## src/rtl/udl_pkg.sv

```systemverilog
package udl_pkg;
  localparam int REG_W    = 64;
  localparam int LIM_LSB  = 20;
  localparam int LIM_MSB  = 38;
  localparam int LIM_W    = LIM_MSB - LIM_LSB + 1;
  localparam int LOCK_POS = 0;
  localparam int BYTES    = REG_W / 8;
  localparam int GB4_BIT  = 32;
  localparam logic [LIM_W-1:0] LIM_4GB = LIM_W'(1) << (GB4_BIT - LIM_LSB);
endpackage

```

## src/rtl/udl_reg.sv

```systemverilog
module udl_reg
  import udl_pkg::*;
(
  input  logic             clk_i,
  input  logic             rst_ni,
  input  logic             wr_i,
  input  logic             tlock_i,
  input  logic [BYTES-1:0] be_i,
  input  logic [LIM_W-1:0] wlim_i,
  input  logic             wlock_i,
  output logic [LIM_W-1:0] lim_o,
  output logic             lock_o
);
  logic [LIM_W-1:0] lim_q, lim_d;
  logic             lock_q, lock_d;
  logic             wr_ok;
  logic [LIM_W-1:0] bit_en;

  assign wr_ok = wr_i && !lock_q && !tlock_i;

  for (genvar k = 0; k < LIM_W; k++) begin : g_en
    assign bit_en[k] = be_i[(LIM_LSB + k) / 8];
  end

  always_comb begin
    lim_d  = lim_q;
    lock_d = lock_q;
    if (wr_ok) begin
      for (int k = 0; k < LIM_W; k++)
        if (bit_en[k]) lim_d[k] = wlim_i[k];
      if (be_i[LOCK_POS / 8]) lock_d = wlock_i;
    end
  end

  always_ff @(posedge clk_i or negedge rst_ni) begin
    if (!rst_ni) begin
      lim_q  <= '0;
      lock_q <= 1'b0;
    end else if (wr_ok) begin
      lim_q  <= lim_d;
      lock_q <= lock_d;
    end
  end

  assign lim_o  = lim_q;
  assign lock_o = lock_q;

  a_r5_lock_sticky: assert property (@(posedge clk_i) disable iff (!rst_ni)
    lock_q |=> lock_q);
  a_r5_lock_freeze: assert property (@(posedge clk_i) disable iff (!rst_ni)
    lock_q |=> $stable(lim_q));
  a_r6_tlock_freeze: assert property (@(posedge clk_i) disable iff (!rst_ni)
    tlock_i |=> ($stable(lim_q) && $stable(lock_q)));
  a_r2_full_write: assert property (@(posedge clk_i) disable iff (!rst_ni)
    (wr_i && !lock_q && !tlock_i && (&be_i)) |=> (lim_q == $past(wlim_i)));
endmodule

```

## src/rtl/udl_cmp.sv

```systemverilog
module udl_cmp
  import udl_pkg::*;
#(
  parameter int HADDR_W = 39
) (
  input  logic [HADDR_W-1:0] addr_i,
  input  logic [LIM_W-1:0]   lim_i,
  output logic               hit_o
);
  logic above_4g, below_lim, in_range;

  assign above_4g  = |addr_i[LIM_MSB:GB4_BIT];
  assign below_lim = addr_i[LIM_MSB:LIM_LSB] < lim_i;

  if (HADDR_W > LIM_MSB + 1) begin : g_wide
    assign in_range = ~|addr_i[HADDR_W-1:LIM_MSB+1];
  end else begin : g_exact
    assign in_range = 1'b1;
  end

  assign hit_o = in_range && above_4g && below_lim;
endmodule

```

## src/rtl/upper_dram_limit.sv

```systemverilog
module upper_dram_limit
  import udl_pkg::*;
(
  input  logic        clk_i,
  input  logic        rst_ni,
  input  logic        cfg_sel_i,
  input  logic        cfg_we_i,
  input  logic [7:0]  cfg_be_i,
  input  logic [63:0] cfg_wdata_i,
  output logic [63:0] cfg_rdata_o,
  input  logic        tlock_i,
  input  logic [38:0] host_addr_i,
  output logic        dram_hit_o
);
  logic [LIM_W-1:0] lim;
  logic             lock;
  logic             unused_wbits;

  assign unused_wbits = ^{cfg_wdata_i[REG_W-1:LIM_MSB+1],
                          cfg_wdata_i[LIM_LSB-1:LOCK_POS+1]};

  udl_reg u_reg (
    .clk_i   (clk_i),
    .rst_ni  (rst_ni),
    .wr_i    (cfg_sel_i && cfg_we_i),
    .tlock_i (tlock_i),
    .be_i    (cfg_be_i),
    .wlim_i  (cfg_wdata_i[LIM_MSB:LIM_LSB]),
    .wlock_i (cfg_wdata_i[LOCK_POS]),
    .lim_o   (lim),
    .lock_o  (lock)
  );

  udl_cmp #(.HADDR_W(39)) u_cmp (
    .addr_i (host_addr_i),
    .lim_i  (lim),
    .hit_o  (dram_hit_o)
  );

  always_comb begin
    cfg_rdata_o                   = '0;
    cfg_rdata_o[LIM_MSB:LIM_LSB]  = lim;
    cfg_rdata_o[LOCK_POS]         = lock;
  end

  a_r3_reserved_zero: assert property (@(posedge clk_i) disable iff (!rst_ni)
    (cfg_rdata_o[63:39] == '0) && (cfg_rdata_o[19:1] == '0));
  a_r7_hit_above_4g: assert property (@(posedge clk_i) disable iff (!rst_ni)
    dram_hit_o |-> (host_addr_i >= 39'h1_0000_0000));
  a_r7_hit_below_lim: assert property (@(posedge clk_i) disable iff (!rst_ni)
    dram_hit_o |-> (host_addr_i < {cfg_rdata_o[38:20], 20'h0}));
  a_r8_empty_window: assert property (@(posedge clk_i) disable iff (!rst_ni)
    (cfg_rdata_o[38:20] <= LIM_4GB) |-> !dram_hit_o);
endmodule

```

## config.mk

```make
export PLATFORM = sky130hd
export DESIGN_NAME = upper_dram_limit
export DESIGN_NICKNAME = d
export VERILOG_FILES = /design/src/rtl/udl_pkg.sv /design/src/rtl/udl_reg.sv /design/src/rtl/udl_cmp.sv /design/src/rtl/upper_dram_limit.sv
export SDC_FILE = /design/constraint.sdc
export NUM_CORES = 1
export LEC_CHECK = 0
export BUFFER_PORTS_ARGS = -buffer_cell sky130_fd_sc_hd__buf_2
export CORE_ASPECT_RATIO = 1.2
export CORE_UTILIZATION = 31
export DETAILED_ROUTE_END_ITERATION = 6
export PLACE_DENSITY = 0.78
export SYNTH_ARGS = -nofsm -noshare
export SYNTH_HDL_FRONTEND = slang
export SYNTH_HIERARCHICAL = 1
export SYNTH_SLANG_ARGS = --single-unit
```

## constraint.sdc

```tcl
create_clock -name clk_i -period 1.6 [get_ports clk_i]
set_input_delay 0.32 -clock clk_i [delete_from_list [all_inputs] [get_ports clk_i]]
set_output_delay 0.32 -clock clk_i [all_outputs]
set_load 0.02 [all_outputs]
```

# ---- Word-level counts from Yosys, hierarchy flattened
# Index checks and enable logic that the tools add are counted.
dict set report totals {
  register_bits 20
  word_cells 16
  output_inout_bits 65
  inputBits 116
}
dict set report classes {
  n_lt_le_gt_ge 1
  reduce_logical 11
}
# cell n
set op_table {}
lappend op_table {{$lt 19x19->1} 1}
lappend op_table {{$reduce_and 2->1} 4}
lappend op_table {{$reduce_or 7->1} 1}
lappend op_table {{$logic_and 1x1->1} 4}
lappend op_table {{$logic_not 1->1} 2}

# ---- Depth between registers and ports, before layout
# Gate-level depths: netlist (run 1).
dict set report depth {
  ltp_word 4
  mapped_depth 7
  depth_no_buf 7
}

# ---- Hierarchy
# Netlist (run 1), hierarchy kept.
# module instances area_per_inst_um2 cells_each
set modules_own_cells {}
lappend modules_own_cells {udl_reg 1 782.0 46}
lappend modules_own_cells {udl_cmp 1 452.9 64}
lappend modules_own_cells {upper_dram_limit 1 347.8 47}

# ---- Worst setup path before layout (run 1)
# No wires, ideal clock.
dict set report synth_timing {
  kind {reg-to-output}
  start {register u_reg.lim_q[2] (netlist: u_reg/lim_o[2])}
  end {output dram_hit_o}
  path_stages_with_launch 7
  required_time_ps 1280
  path_slack_ps -522
  arrival_time_ps 1802
  cell_sequence {dfrtp_1 inv_1 ha_1 a21oi_1 a211oi_1 or3_1 a41oi_1}
}
dict set report synth_between {
  elab_chain_len 2
}
# element line
set synth_lines {}
lappend synth_lines {{start: declaration} udl_reg.sv:14} ;# logic [LIM_W-1:0] lim_q, lim_d;
lappend synth_lines {{start signal: assignment} udl_reg.sv:40} ;# lim_q <= lim_d;
lappend synth_lines {{$lt 19x19->1} udl_cmp.sv:13} ;# assign below_lim = addr_i[LIM_MSB:LIM_LSB] < lim_i;
lappend synth_lines {{$logic_and 1x1->1} udl_cmp.sv:21} ;# assign hit_o = in_range && above_4g && below_lim;
lappend synth_lines {{end: declaration} upper_dram_limit.sv:13} ;# output logic dram_hit_o
# No other way between the ends.

# ---- Final worst setup path (run 1)
dict set report layout_timing {
  start {register u_reg.lim_q[4] (netlist: u_reg/lim_o[4])}
  end {output dram_hit_o}
}
# Same word-level chain as after synthesis.

==> run_results.csv, run 1 <==
group,metric,value,unit
power_and_ir_drop,cellPowerDensity,1390,nW/um2
timing,fmax,0.453,GHz
global_route,antenna_found_initial,0,
critical_path,critPathLaunch,"u_reg/lim_o[4]",
clock_tree,postCtsHoldBufs,0,
clock_tree,cts_tree,"built",
logic_synthesis,synthTopCellsByCount,"buf_4, dfrtp_1, inv_1, mux2_2, ha_1",
logic_synthesis,synth_top_area_cell,"dfrtp_1",
logic_synthesis,avgSynthCellArea,10.1,um2
timing,setup_viol,1,
logic_synthesis,synth.area.top_cells,"dfrtp_1, buf_4, ha_1, mux2_2, inv_1",
critical_path,rrSetupSlack,200,ps
critical_path,required,1280,ps
outcome,violations,"setup timing",
cells_and_area,syn2layout_area_growth,35.8,%
timing,timing.hold.ws,0.527,ps
critical_path,reg2reg_to,"u_reg/lim_o[7]",
logic_synthesis,synth_top_family_by_area,"buffers and inverters",
critical_path,end_kind,"output pin",
route,wl_per_cell,10.6,um
route,drc_errors,0,
place,post-dp-hpwl,2.77,mm
clock_tree,cts_setup_buffers,0,
logic_synthesis,syn_inst,157,
place,gp_congestion,0.724,
run,maxCapViolCount,0,
clock_tree,cts_max_level,1,
floorplanning,fp.dieW,67.2,um
clock_tree,clk_path_buf_depth,2,
critical_path,worstSetupPathType,"flop to output pin",
timing,fin_tns_setup,-605,ps
timing,finalCritPeriodShare,138,%
route,via_per_inst,4.19,
floorplanning,die_y,80.3,um
power_and_ir_drop,leakagePower,1.17,nW
timing,postLayoutSetupSlackWorst,-605,ps
critical_path,startpoint_type,"flop",
logic_synthesis,synth_top_flop_cell,"dfrtp_1",
global_route,grt_pass1_vias,1225,
global_route,grt.overflow.total,0,
logic_synthesis,yosys.cell_count.top_type,"buf_4",
logic_synthesis,yosys-mux-area-fraction,13.5,%
power_and_ir_drop,ir_drop,0.000749,V
cells_and_area,layout-drive-gt1-share,52.8,%
cells_and_area,fin_nets,385,
logic_synthesis,syn_area,1580,um2
timing,rsz0062_at_grt,"yes",
timing,min_period,2210,ps
cells_and_area,antenna_cells,0,
clock_tree,root_buffer,"clkbuf_8",
logic_synthesis,ys_ff_latch,20,
timing,slew_violations,0,
cells_and_area,finish.utilization,43.8,%
global_route,grt_max_degree,21,
critical_path,worstPathArrival,1890,ps
logic_synthesis,yosysWarnings,6,
route,firstDrtPassIters,4,
logic_synthesis,ys_async_sr_fraction,100,%
cells_and_area,n_fill_cell,486,
timing,finClkSkew,8.41,ps
logic_synthesis,synth_top_area_share,31.6,%
timing,finalHoldViolations,0,
logic_synthesis,synthDistinctLibCells,26,
logic_synthesis,yosys.area_share.adder,14.2,%
route,ant_nets,0,
place,io_buffers,68,
critical_path,timing.rr.start,"u_reg/lock_o",
route,route.vias.total,1298,
critical_path,crit_fanout,2,
logic_synthesis,synth_seq_area_share,31.6,%
logic_synthesis,synth-compound-area-share,6.40,%
clock_tree,clk_pin_slew,80,ps
route,drt_iter0_drc,7,
floorplanning,core_area,4900,um2
clock_tree,clock_latency,260,ps
logic_synthesis,synth-simple-area-share,6.96,%
global_route,grt_usage,13.1,%
outcome,status,"finished, violations left",
floorplanning,fp-row-count,28,
floorplanning,dieArea,5400,um2
floorplanning,num_io_pins,181,
logic_synthesis,synth_edf_count,0,
min_path,holdCritPathClass,"primary input to async pin",
route,wirelength,3.27,mm
logic_synthesis,synth_xor_area_share,0,%
floorplanning,initial_utilization,32.3,%
clock_tree,clock-sinks,20,
global_route,grt_first_pass_wirelength,5.20,mm
critical_path,reg2reg_depth,3,
clock_tree,numCtsBuffers,3,
==> worst max-delay path: stages, from the launching register on <==
cell and delay [ps]:
dfrtp_2 410, inv_2 60, ha_4 190, a21o_1 160
nand3_1 70, a21oi_1 60, or3_4 380, a41oi_4 140
buf_6 140
==> kinds of logic after synthesis <==
family | count (synthesis)
buffers and inverters | 66
flip-flops | 20
multiplexers | 19
adder cells (fa/ha/maj) | 18
AND/OR/NAND/NOR | 17
AO/OA/AOI/OAI | 16
other | 1
==> area by class of cell <==
cell class / count / area (um2) / share of cell area [%]
Tap cell: 60 / 75.1 / 3.49
Sequential cell: 20 / 505 / 23.5
Clock inverter: 1 / 30.0 / 1.40
Clock buffer: 3 / 41.3 / 1.92
Timing Repair Buffer: 93 / 534 / 24.9
Inverter: 19 / 71.3 / 3.32
Multi-Input combinational cell: 114 / 892 / 41.5
==> stage by stage <==
| step | total power [mW] | cell area [um2] | setup WS (ps) | std cells |
|---|---|---|---|---|
| CTS | 2.96 | 2120 | -649 | 310 |
| floorplan | 1.78 | 1770 | -285 | 200 |
| global placement | 2.35 | 2020 | -449 | 306 |
| detailed placement | 2.39 | 2020 | -468 | 306 |
| global route | 3.21 | 2150 | -699 | 310 |
| finish | 2.98 | 2150 | -605 | 310 |
==> power by group <==
| group | leakage (nW) | total [mW] | switching (mW) | internal (mW) |
|---|---|---|---|---|
| clock | 0.0357 | 0.511 | 0.177 | 0.334 |
| sequential | 0.237 | 0.787 | 0.0955 | 0.691 |
| combinational | 0.901 | 1.68 | 0.872 | 0.809 |
==> worst max-delay path by stage <==
stage                            end  cells after the start
after detailed placement  dram_hit_o                      7
after CTS                 dram_hit_o                      6
after floorplan           dram_hit_o                      6
after global placement    dram_hit_o                      7
after global routing      dram_hit_o                      8
final                     dram_hit_o                      8
==> cell usage in the layout (no fill, tap or decap) <==
cell type and n:
a21oi_2 2, nand2b_1 1, nand2_1 2, a21oi_1 6
a211oi_1 1, nor4bb_2 1, a221oi_2 1, and2_1 1
bufinv_16 1, ha_4 2, nor4_1 1, a41oi_4 1
dfrtp_1 16, conb_1 44, nand3_1 3, a41o_1 1
buf_4 25, o21ai_0 1, nor2_1 1, a21o_1 1
ha_1 16, inv_2 1, or3_4 1, o311ai_2 1
nor3_1 1, buf_2 67, buf_6 1, inv_1 18
o21ai_1 1, and4bb_2 2, mux2_2 19, clkbuf_8 3
nand4_1 3, dfrtp_2 4
==> flip-flops by register name, summed over array words and instances, names as in the netlist <==
| signal | count |
|---|---|
| u_reg/lim_o | 19 |
| u_reg/lock_o | 1 |
==> what timing repair did <==
item | in CTS | in global routing
pin swaps | 1 | 1
endpoints found under the setup margin | 1 | 1
resized for setup | 4 | 7
==> routing by layer <==
layer	wire length, um	vias to the layer above	track usage (%)
li1	-	631	-
met1	1250	583	14.9
met2	1690	80	22.4
met3	281	4	2.98
met4	51	0	6.38
met5	0	-	0
Note: power is estimated with default switching activity, not from simulation.
==> run 2: changes to the inputs <==
Settings changed: GPL_TIMING_DRIVEN set to 0.
==> run 2 against run 1 <==
  * The run still ends with setup timing left
  * Combinational power fell by 6%
  * Critical endpoint unchanged
  * Design area rose by 9.9%
  * Largest power group unchanged
  * Sequential cell count did not move
  * Via count rose by 3.4%
==> run_results.csv, run 2 (same netlist as run 1, synthesis figures left out) <==
group,metric,value,unit
cells_and_area,final_cell_mix,"buf_2, buf_4, conb_1",
route,via_per_inst,4.01,
timing,finClkSkew,8.71,ps
cells_and_area,largest_register_ffs,19,
global_route,antenna_found_initial,0,
global_route,grt_first_pass_wirelength,5.43,mm
route,ant_nets,0,
cells_and_area,fin_nets,410,
route,firstDrtPassIters,4,
clock_tree,clock-sinks,20,
floorplanning,num_io_pins,181,
cells_and_area,fin_area,2360,um2
clock_tree,postCtsHoldBufs,0,
clock_tree,clk_path_buf_depth,2,
clock_tree,cts_max_level,1,
cells_and_area,syn2layout_area_growth,49.2,%
global_route,grt_usage,13.3,%
cells_and_area,layout-drive-gt1-share,58.9,%
route,route.vias.total,1342,
critical_path,crit_fanout,2,
floorplanning,fp-row-count,28,
power_and_ir_drop,cellPowerDensity,1160,nW/um2
cells_and_area,n_fill_cell,464,
critical_path,worstSetupPathType,"flop to output pin",
critical_path,startpoint_type,"flop",
critical_path,required,1280,ps
floorplanning,fp.dieW,67.2,um
place,dpl-instance-area,2180,um2
timing,setup_viol,1,
timing,timing.hold.ws,7.41,ps
route,wirelength_met1,1.33,mm
run,maxCapViolCount,0,
floorplanning,dieArea,5400,um2
critical_path,reg2reg_to,"u_reg/lim_o[11]",
timing,finalHoldViolations,0,
timing,finalCritPeriodShare,136,%
place,io_buffers,68,
place,gp_congestion,0.722,
global_route,grt.overflow.total,0,
critical_path,cpPeakStageDelay,410,ps
route,drc_errors,0,
cells_and_area,antenna_cells,0,
place,post-dp-hpwl,2.95,mm
min_path,holdCritPathClass,"primary input to async pin",
route,met3_length,379,um
critical_path,end_kind,"output pin",
route,drt_iter0_drc,16,
timing,postLayoutSetupSlackWorst,-569,ps
outcome,violations,"setup timing",
power_and_ir_drop,leakagePower,1.31,nW
timing,rsz0062_at_grt,"yes",
global_route,grt_pass1_vias,1175,
outcome,status,"finished, violations left",
floorplanning,die_y,80.3,um
critical_path,worstPathArrival,1850,ps
route,wl_met2,1.78,mm
clock_tree,clock_latency,260,ps
timing,fmax,0.461,GHz
critical_path,cp_slowest_cell,"dfrtp_2",
global_route,grt_max_degree,21,
timing,min_period,2170,ps
clock_tree,numCtsBuffers,3,
critical_path,crit_path_cell_trace,"inv_2, ha_4, a21o_1, nand3_1, a21oi_1, or3_4, a41oi_4, buf_6",
cells_and_area,layout_commonest_cell,"buf_2",
route,wirelength,3.51,mm
route,wl_per_cell,10.5,um
critical_path,reg2reg_depth,3,
timing,slew_violations,0,
route,top_layer,"met4",
clock_tree,root_buffer,"clkbuf_8",
clock_tree,cts_tree,"built",
critical_path,rrSetupSlack,200,ps
critical_path,timing.rr.start,"u_reg/lock_o",
floorplanning,core_area,4900,um2
floorplanning,initial_utilization,32.3,%
clock_tree,clk_pin_slew,80,ps
power_and_ir_drop,ir_drop,0.000650,V
run 2: changes by cell type in the layout (fill, tap and decap cells not counted), sizes merged:
cell / delta
buf: +25
bufinv: -1
clkbuf: +1
run 2: final cells by class:
type | instances | area (um2) | area share, %
multi-input cells | 114 | 940 | 39.8
inverters | 19 | 71.3 | 3.02
well taps | 60 | 75.1 | 3.18
repair buffers | 71 | 369 | 15.6
flip-flops and latches | 20 | 505 | 21.4
plain buffers | 47 | 357 | 15.1
clock buffers | 4 | 45.0 | 1.91
run 2: how the worst max path moves through the flow:
stage | startpoint | to | slack (ps) | cells after the start
detailed placement | host_addr_i[22] | dram_hit_o | -460 | 7
global placement | host_addr_i[30] | dram_hit_o | -450 | 7
CTS | u_reg/lim_o[10] | dram_hit_o | -590 | 7
global route | u_reg/lim_o[4] | dram_hit_o | -660 | 8
floorplan | u_reg/lim_o[2] | dram_hit_o | -280 | 6
finish | u_reg/lim_o[4] | dram_hit_o | -570 | 8
run 2: where the power goes:
| part | internal (mW) | switching, mW |
|---|---|---|
| logic | 0.731 | 0.848 |
| clock network | 0.177 | 0.166 |
| registers | 0.693 | 0.133 |
run 2: routing by layer:
layer	global-route usage, %	up-vias
li1	-	680
met1	15.1	580
met2	24.0	80
met3	2.13	2
met4	5.53	0
met5	0	-
run 2: stage by stage:
step	TNS [ps]	total power, mW	util, %	worst slack (ps)	cells
2_1_floorplan	-285	1.78	-	-285	200
3_3_place_gp	-450	2.15	44.5	-450	328
3_5_place_dp	-458	2.21	44.5	-458	328
4_1_cts	-586	2.68	47.2	-586	333
5_1_grt	-655	2.97	48.2	-655	335
6_report	-569	2.75	48.2	-569	335
run 2: worst max-delay path, delay by kind of cell (launching register included):
kind / cells / cell delay, ps
AND/OR/NAND/NOR: 2 / 420
flip-flops: 1 / 410
AO/OA/AOI/OAI: 3 / 350
buffers and inverters: 2 / 210
adder cells (fa/ha/maj): 1 / 190
run 2: repair_timing:
item	CTS	global route
buffers inserted	1	2
resized for setup	12	6
endpoints found under the setup margin	1	1
pin swaps	3	2
